## config.mk

```make
export PLATFORM = sky130hd
export DESIGN_NAME = nand_idstat_resp
export DESIGN_NICKNAME = d
export VERILOG_FILES = /design/src/rtl/nand_resp_pkg.sv /design/src/rtl/nand_cmd_fsm.sv /design/src/rtl/nand_status_reg.sv /design/src/rtl/nand_id_bytes.sv /design/src/rtl/nand_idstat_resp.sv
export SDC_FILE = /design/constraint.sdc
export NUM_CORES = 1
export LEC_CHECK = 0
export BUFFER_PORTS_ARGS = -buffer_cell sky130_fd_sc_hd__buf_2
export CORE_UTILIZATION = 45
export CTS_BUF_LIST = sky130_fd_sc_hd__clkbuf_8 sky130_fd_sc_hd__clkbuf_16
export DETAILED_ROUTE_END_ITERATION = 6
export PLACE_DENSITY = 0.88
export SLEW_MARGIN = 25
export SYNTH_ARGS = -nofsm -noshare
export SYNTH_HDL_FRONTEND = slang
export SYNTH_SLANG_ARGS = --single-unit
```

## constraint.sdc

```tcl
create_clock -name clk -period 4.58 [get_ports clk]
set_input_delay 0.229 -clock clk [delete_from_list [all_inputs] [get_ports clk]]
set_output_delay 0.229 -clock clk [all_outputs]
set_load 0.005 [all_outputs]
```

## src/rtl/nand_resp_pkg.sv

```systemverilog
package nand_resp_pkg;

    typedef enum logic [2:0] {
        ST_IDLE,
        ST_ID_ARM,
        ST_ID_SEND,
        ST_ID_END,
        ST_STAT
    } resp_state_e;

    localparam logic [7:0] CODE_IDENT   = 8'h90;
    localparam logic [7:0] CODE_STATUS  = 8'h70;
    localparam logic [7:0] CODE_RESET   = 8'hFF;
    localparam logic [7:0] CODE_PROGRAM = 8'h80;
    localparam logic [7:0] CODE_ERASE   = 8'h60;

    localparam logic [7:0] GEO_LP_X8  = 8'h15;
    localparam logic [7:0] GEO_LP_X16 = 8'h55;
    localparam logic [7:0] GEO_SP     = 8'hC0;

    function automatic logic [7:0] geometry_byte(input logic large_page, input logic bus16);
        if (!large_page)
            return GEO_SP;
        return bus16 ? GEO_LP_X16 : GEO_LP_X8;
    endfunction

    function automatic logic clears_flags(input logic [7:0] code);
        return (code == CODE_PROGRAM) || (code == CODE_ERASE) || (code == CODE_RESET);
    endfunction

endpackage

```

## src/rtl/nand_cmd_fsm.sv

```systemverilog
module nand_cmd_fsm
    import nand_resp_pkg::*;
#(
    parameter int ID_LEN = 4,
    localparam int IDX_W = (ID_LEN > 1) ? $clog2(ID_LEN) : 1
) (
    input  logic             clk,
    input  logic             rst_n,
    input  logic             cmd_valid_i,
    input  logic [7:0]       cmd_code_i,
    input  logic             addr_valid_i,
    input  logic             rd_strobe_i,
    output resp_state_e      state_o,
    output logic [IDX_W-1:0] idx_o,
    output logic             clr_flags_o
);

    localparam logic [IDX_W-1:0] LAST_IDX = IDX_W'(ID_LEN - 1);

    resp_state_e      st_q, st_d;
    logic [IDX_W-1:0] idx_q, idx_d;

    always_ff @(posedge clk or negedge rst_n) begin
        if (!rst_n) begin
            st_q  <= ST_IDLE;
            idx_q <= '0;
        end else begin
            st_q  <= st_d;
            idx_q <= idx_d;
        end
    end

    always_comb begin
        st_d        = st_q;
        idx_d       = idx_q;
        clr_flags_o = 1'b0;
        if (cmd_valid_i) begin
            idx_d       = '0;
            clr_flags_o = clears_flags(cmd_code_i);
            if (cmd_code_i == CODE_IDENT)
                st_d = ST_ID_ARM;
            else if (cmd_code_i == CODE_STATUS)
                st_d = ST_STAT;
            else
                st_d = ST_IDLE;
        end else if (addr_valid_i) begin
            unique case (st_q)
                ST_ID_ARM: begin
                    st_d  = ST_ID_SEND;
                    idx_d = '0;
                end
                ST_IDLE, ST_ID_SEND, ST_ID_END, ST_STAT: ;
                default: st_d = ST_IDLE;
            endcase
        end else if (rd_strobe_i) begin
            unique case (st_q)
                ST_ID_SEND: begin
                    if (idx_q == LAST_IDX)
                        st_d = ST_ID_END;
                    else
                        idx_d = idx_q + 1'b1;
                end
                ST_IDLE, ST_ID_ARM, ST_ID_END, ST_STAT: ;
                default: st_d = ST_IDLE;
            endcase
        end
    end

    assign state_o = st_q;
    assign idx_o   = idx_q;

endmodule

```

## src/rtl/nand_status_reg.sv

```systemverilog
module nand_status_reg #(
    parameter int NPLANES = 4
) (
    input  logic               clk,
    input  logic               rst_n,
    input  logic               clr_i,
    input  logic               fail_i,
    input  logic [NPLANES-1:0] plane_fail_i,
    input  logic               busy_i,
    input  logic               wp_n_i,
    output logic [7:0]         status_o
);

    logic               err_q;
    logic [NPLANES-1:0] plane_q;

    always_ff @(posedge clk or negedge rst_n) begin
        if (!rst_n) begin
            err_q   <= 1'b0;
            plane_q <= '0;
        end else if (fail_i) begin
            err_q   <= 1'b1;
            plane_q <= (clr_i ? '0 : plane_q) | plane_fail_i;
        end else if (clr_i) begin
            err_q   <= 1'b0;
            plane_q <= '0;
        end
    end

    logic [3:0] plane_bits;

    for (genvar p = 0; p < 4; p++) begin : g_plane
        if (p < NPLANES) begin : g_used
            assign plane_bits[p] = plane_q[p];
        end else begin : g_unused
            assign plane_bits[p] = 1'b0;
        end
    end

    assign status_o = {wp_n_i, ~busy_i, 1'b0, plane_bits, err_q};

endmodule

```

## src/rtl/nand_id_bytes.sv

```systemverilog
module nand_id_bytes
    import nand_resp_pkg::*;
#(
    parameter int         ID_LEN   = 4,
    parameter logic [7:0] FILLER   = 8'hA5,
    localparam int        IDX_W    = (ID_LEN > 1) ? $clog2(ID_LEN) : 1
) (
    input  logic [IDX_W-1:0] idx_i,
    input  logic [7:0]       manf_i,
    input  logic [7:0]       dev_i,
    input  logic             large_page_i,
    input  logic             bus16_i,
    output logic [7:0]       byte_o
);

    always_comb begin
        unique case (idx_i)
            IDX_W'(0): byte_o = manf_i;
            IDX_W'(1): byte_o = dev_i;
            IDX_W'(3): byte_o = geometry_byte(large_page_i, bus16_i);
            default:   byte_o = FILLER;
        endcase
    end

endmodule

```

## src/rtl/nand_idstat_resp.sv

```systemverilog
module nand_idstat_resp
    import nand_resp_pkg::*;
#(
    parameter int         DATA_W  = 16,
    parameter int         NPLANES = 4,
    parameter int         ID_LEN  = 4,
    parameter logic [7:0] FILLER  = 8'hA5
) (
    input  logic               clk,
    input  logic               rst_n,
    input  logic               cmd_valid_i,
    input  logic [7:0]         cmd_code_i,
    input  logic               addr_valid_i,
    input  logic               rd_strobe_i,
    input  logic               wp_n_i,
    input  logic               busy_i,
    input  logic               op_fail_i,
    input  logic [NPLANES-1:0] plane_fail_i,
    input  logic [7:0]         manf_code_i,
    input  logic [7:0]         dev_code_i,
    input  logic               bus16_i,
    input  logic               large_page_i,
    output logic [DATA_W-1:0]  data_o
);

    localparam int IDX_W = (ID_LEN > 1) ? $clog2(ID_LEN) : 1;

    resp_state_e      state;
    logic [IDX_W-1:0] idx;
    logic             clr_flags;
    logic [7:0]       status_byte;
    logic [7:0]       id_byte;
    logic [7:0]       out_byte;

    nand_cmd_fsm #(.ID_LEN(ID_LEN)) u_fsm (
        .clk          (clk),
        .rst_n        (rst_n),
        .cmd_valid_i  (cmd_valid_i),
        .cmd_code_i   (cmd_code_i),
        .addr_valid_i (addr_valid_i),
        .rd_strobe_i  (rd_strobe_i),
        .state_o      (state),
        .idx_o        (idx),
        .clr_flags_o  (clr_flags)
    );

    nand_status_reg #(.NPLANES(NPLANES)) u_status (
        .clk          (clk),
        .rst_n        (rst_n),
        .clr_i        (clr_flags),
        .fail_i       (op_fail_i),
        .plane_fail_i (plane_fail_i),
        .busy_i       (busy_i),
        .wp_n_i       (wp_n_i),
        .status_o     (status_byte)
    );

    nand_id_bytes #(.ID_LEN(ID_LEN), .FILLER(FILLER)) u_id (
        .idx_i        (idx),
        .manf_i       (manf_code_i),
        .dev_i        (dev_code_i),
        .large_page_i (large_page_i),
        .bus16_i      (bus16_i),
        .byte_o       (id_byte)
    );

    always_comb begin
        unique case (state)
            ST_ID_SEND: out_byte = id_byte;
            ST_STAT:    out_byte = status_byte;
            ST_IDLE, ST_ID_ARM, ST_ID_END: out_byte = 8'h00;
            default:    out_byte = 8'h00;
        endcase
    end

    assign data_o = DATA_W'(out_byte);

endmodule

```

==> results.sh <==
export IMPL_cp_arrival_ns=1.73
export IMPL_diodes=0
export IMPL_maxCapViolCount=0
export IMPL_swShare=0.212
export IMPL_power_density_nw_per_um2=204
export IMPL_grt_max_degree=14
export IMPL_power_frac_comb=0.137
export IMPL_synth_flop_cell="dfrtp_1"
export IMPL_slew_viol_final=0
export IMPL_hold_path_class="input pin to register"
export IMPL_internal_power_w=0.000182
export IMPL_ant_nets=0
export IMPL_grt_antenna_before_repair=0
export IMPL_yosysTopAreaCellShare=0.292
export IMPL_numCtsBuffers=3
export IMPL_grt_pass1_vias=758
export IMPL_critical_path_max_fanout=8
export IMPL_setup_viol_count_final=0
export IMPL_max_freq_mhz=512
export IMPL_finalNetCount=191
export IMPL_status="completed"
export IMPL_start_util=0.490
export IMPL_yosys_area_top_type="dfrtp_1"
export IMPL_clock_root_buffer="clkbuf_8"
export IMPL_via_per_inst=5.26
export IMPL_clk_path_buf_depth=2
export IMPL_core_area_um2=1750
export IMPL_drtIter0Drc=26
export IMPL_io_pins=54
export IMPL_timing_final_hold_violations=0
export IMPL_finalSetupTns_ns=0
export IMPL_drc=0
export IMPL_async_flop_share=1.00
export IMPL_die_x_um=45.6
export IMPL_numPortBuffers=45
export IMPL_insertion_delay_ns=0.23
export IMPL_vias=910
export IMPL_hold_slack_ns=0.206
export IMPL_worstPathRequired_ns=4.35
export IMPL_crit_family="compound AO/OA/AOI/OAI gates"
export IMPL_critPathKind="register to output port"
export IMPL_die_h_um=45.6
export IMPL_routed_wl_um=2120
export IMPL_synth_edff_count=0
export IMPL_crit_chain="inv_1 > ha_1 > a222oi_1 > o32a_1 > nor2_1 > buf_2"
export IMPL_yosysSeqAreaShare=0.292
export IMPL_clkTransAtPathRegs_ns=0.05
export IMPL_postSynthCellCount=103
export IMPL_gp_congestion=0.804
export IMPL_skew_ns=0.00231
export IMPL_p_switching_w=0.0000487
export IMPL_critPathLaunchType="register"
export IMPL_drive_gt1_frac=0.358
export IMPL_endpoint_kind="output port"
export IMPL_ys_warn_count=0
export IMPL_post_cts_setup_buffers=0
export IMPL_grt_usage=0.202
export IMPL_rsz0062_at_grt="no"
export IMPL_yosysMostFrequentCell="a21oi_1"
export IMPL_dieArea_um2=2080
export IMPL_synth_distinct_cells=34
export IMPL_cts_sinks=10
export IMPL_vdd_ir_drop_max_mv=0.172
export IMPL_dr_pass1_iters=6
export IMPL_power_leakage_nw=0.538
export IMPL_synthTopCellsByArea="dfrtp_1, a21oi_1, buf_4"
export IMPL_row_count=15
export IMPL_synth_seq_cells=10
export IMPL_grt_pass1_wl_um=3060
export IMPL_seqPwrFrac=0.392
export IMPL_clockPowerShare=0.471
export IMPL_wl_per_cell_um=12.2
export IMPL_cpPeakStageDelay_ns=0.40
export IMPL_area_growth_pct=31.7
export IMPL_cts_resized=0
export IMPL_post_synth_cell_area_avg_um2=8.31
export IMPL_cts_tree="built"
export IMPL_grt_overflow=0
export IMPL_slowest_stage="dfrtp_1"
export IMPL_fin_crit_sh=0.427
export IMPL_synthTopCellsByCount="a21oi_1, nor2_1, dfrtp_1"
export IMPL_htree_levels=1
export IMPL_netlist_area_um2=856
export IMPL_period_needed_ns=1.95
export IMPL_hpwl_um=1650
export IMPL_cp_num_buf_inv=2
## cell type report
type / count / area [um^2]
multi-input combinational: 81 / 529
sequential: 10 / 250
inverter: 7 / 26.3
clock buffer: 4 / 55.1
tap: 25 / 31.3
fill: 168 / 618
timing repair buffer: 46 / 235
## per-stage QoR
step	utilization	cell area (um^2)	std cells	power (W)	setup slack, ns
floorplan	-	882	110	0.000106	3.01
finish	0.646	1130	173	0.000230	2.63
global placement	0.609	1060	168	0.000121	2.94
global route	0.646	1130	173	0.000241	2.52
CTS	0.646	1130	173	0.000233	2.64
detailed placement	0.609	1060	168	0.000122	2.89
## per-layer routing
metal / vias up / track usage / wire, um
met5: - / 0 / 0
met1: 399 / 0.250 / 958
met4: 0 / 0.0727 / 28
met2: 47 / 0.363 / 986
met3: 3 / 0.0159 / 142
li1: 461 / - / -
## final timing paths
kind | slack [ns] | startpoint | depth (start not counted) | endpoint
setup / recovery | 2.63 | u_fsm.idx_o[1]$_DFFE_PN0P_ | 6 | data_o[6]
hold / removal | 0.21 | plane_fail_i[3] | 2 | u_status.plane_bits[3]$_DFF_PN0_
setup reg to reg | 2.91 | u_fsm.state_o[0]$_DFFE_PN0P_ | 4 | u_fsm.idx_o[1]$_DFFE_PN0P_
hold reg to reg | 0.52 | u_status.err_q$_DFFE_PN0P_ | 1 | u_status.err_q$_DFFE_PN0P_
max in group asynchronous | 3.98 | rst_n | 2 | u_status.plane_bits[2]$_DFF_PN0_
min in group asynchronous | 0.41 | rst_n | 2 | u_fsm.state_o[2]$_DFFE_PN0P_
## cell families after synthesis
group / Yosys count / share of synthesized area
AO/OA/AOI/OAI: 35 / 0.297
AND/OR/NAND/NOR: 31 / 0.190
buffers and inverters: 19 / 0.120
flip-flops: 10 / 0.292
adder cells (fa/ha/maj): 4 / 0.0585
multiplexers: 3 / 0.0380
other: 1 / 0.00438
## what timing repair did
item | in CTS | in global routing
endpoints found under the hold margin | 10 | 0
hold buffers | 1 | 0
setup endpoints to repair | 0 | 0
## cells in the final DEF, fill, tap and decap left out
cell | netlist | layout
or3b_4 | 1 | 1
nand3b_1 | 2 | 2
nand2b_1 | 2 | 2
o21ai_0 | 1 | 1
a21oi_1 | 13 | 13
inv_1 | 7 | 7
nor4_1 | 1 | 1
o32ai_1 | 2 | 2
buf_2 | 1 | 45
conb_1 | 1 | 8
or2b_1 | 1 | 1
clkbuf_8 | 0 | 4
a222oi_1 | 2 | 2
a31o_2 | 1 | 1
a21o_1 | 1 | 1
a22oi_1 | 6 | 6
dlygate4sd3_1 | 0 | 1
and2b_1 | 1 | 1
mux2i_1 | 1 | 1
nor3_1 | 4 | 4
a211o_1 | 1 | 1
nor2_1 | 11 | 11
dfrtp_1 | 10 | 10
a32o_1 | 4 | 4
ha_1 | 4 | 4
nand3_1 | 1 | 1
mux2_2 | 2 | 2
nand2_1 | 4 | 4
nand4_1 | 2 | 2
o31ai_1 | 1 | 1
or3b_1 | 1 | 1
a221oi_1 | 1 | 1
o32a_1 | 2 | 2
## flip-flops by register name (all words and copies together) (netlist names)
name	count
u_fsm.state_o	3
u_status.plane_bits	4
u_status.err_q	1
u_fsm.idx_o	2
## power groups by stage
stage | Clock [W] | Combinational [W] | Sequential, W
after floorplan | 0 | 0.0000149 | 0.0000912
after global placement | 0 | 0.0000300 | 0.0000915
after detailed placement | 0 | 0.0000306 | 0.0000915
after CTS | 0.000111 | 0.0000316 | 0.0000901
after global routing | 0.000116 | 0.0000352 | 0.0000901
final | 0.000108 | 0.0000316 | 0.0000902
## worst reg2reg max path, cell delays in order, from the launching register on
cell     delay, ns
dfrtp_1       0.51
or3b_4        0.47
o32a_1        0.36
a22oi_1       0.14
nor2_1        0.06
(Power assumes the default switching activity.)
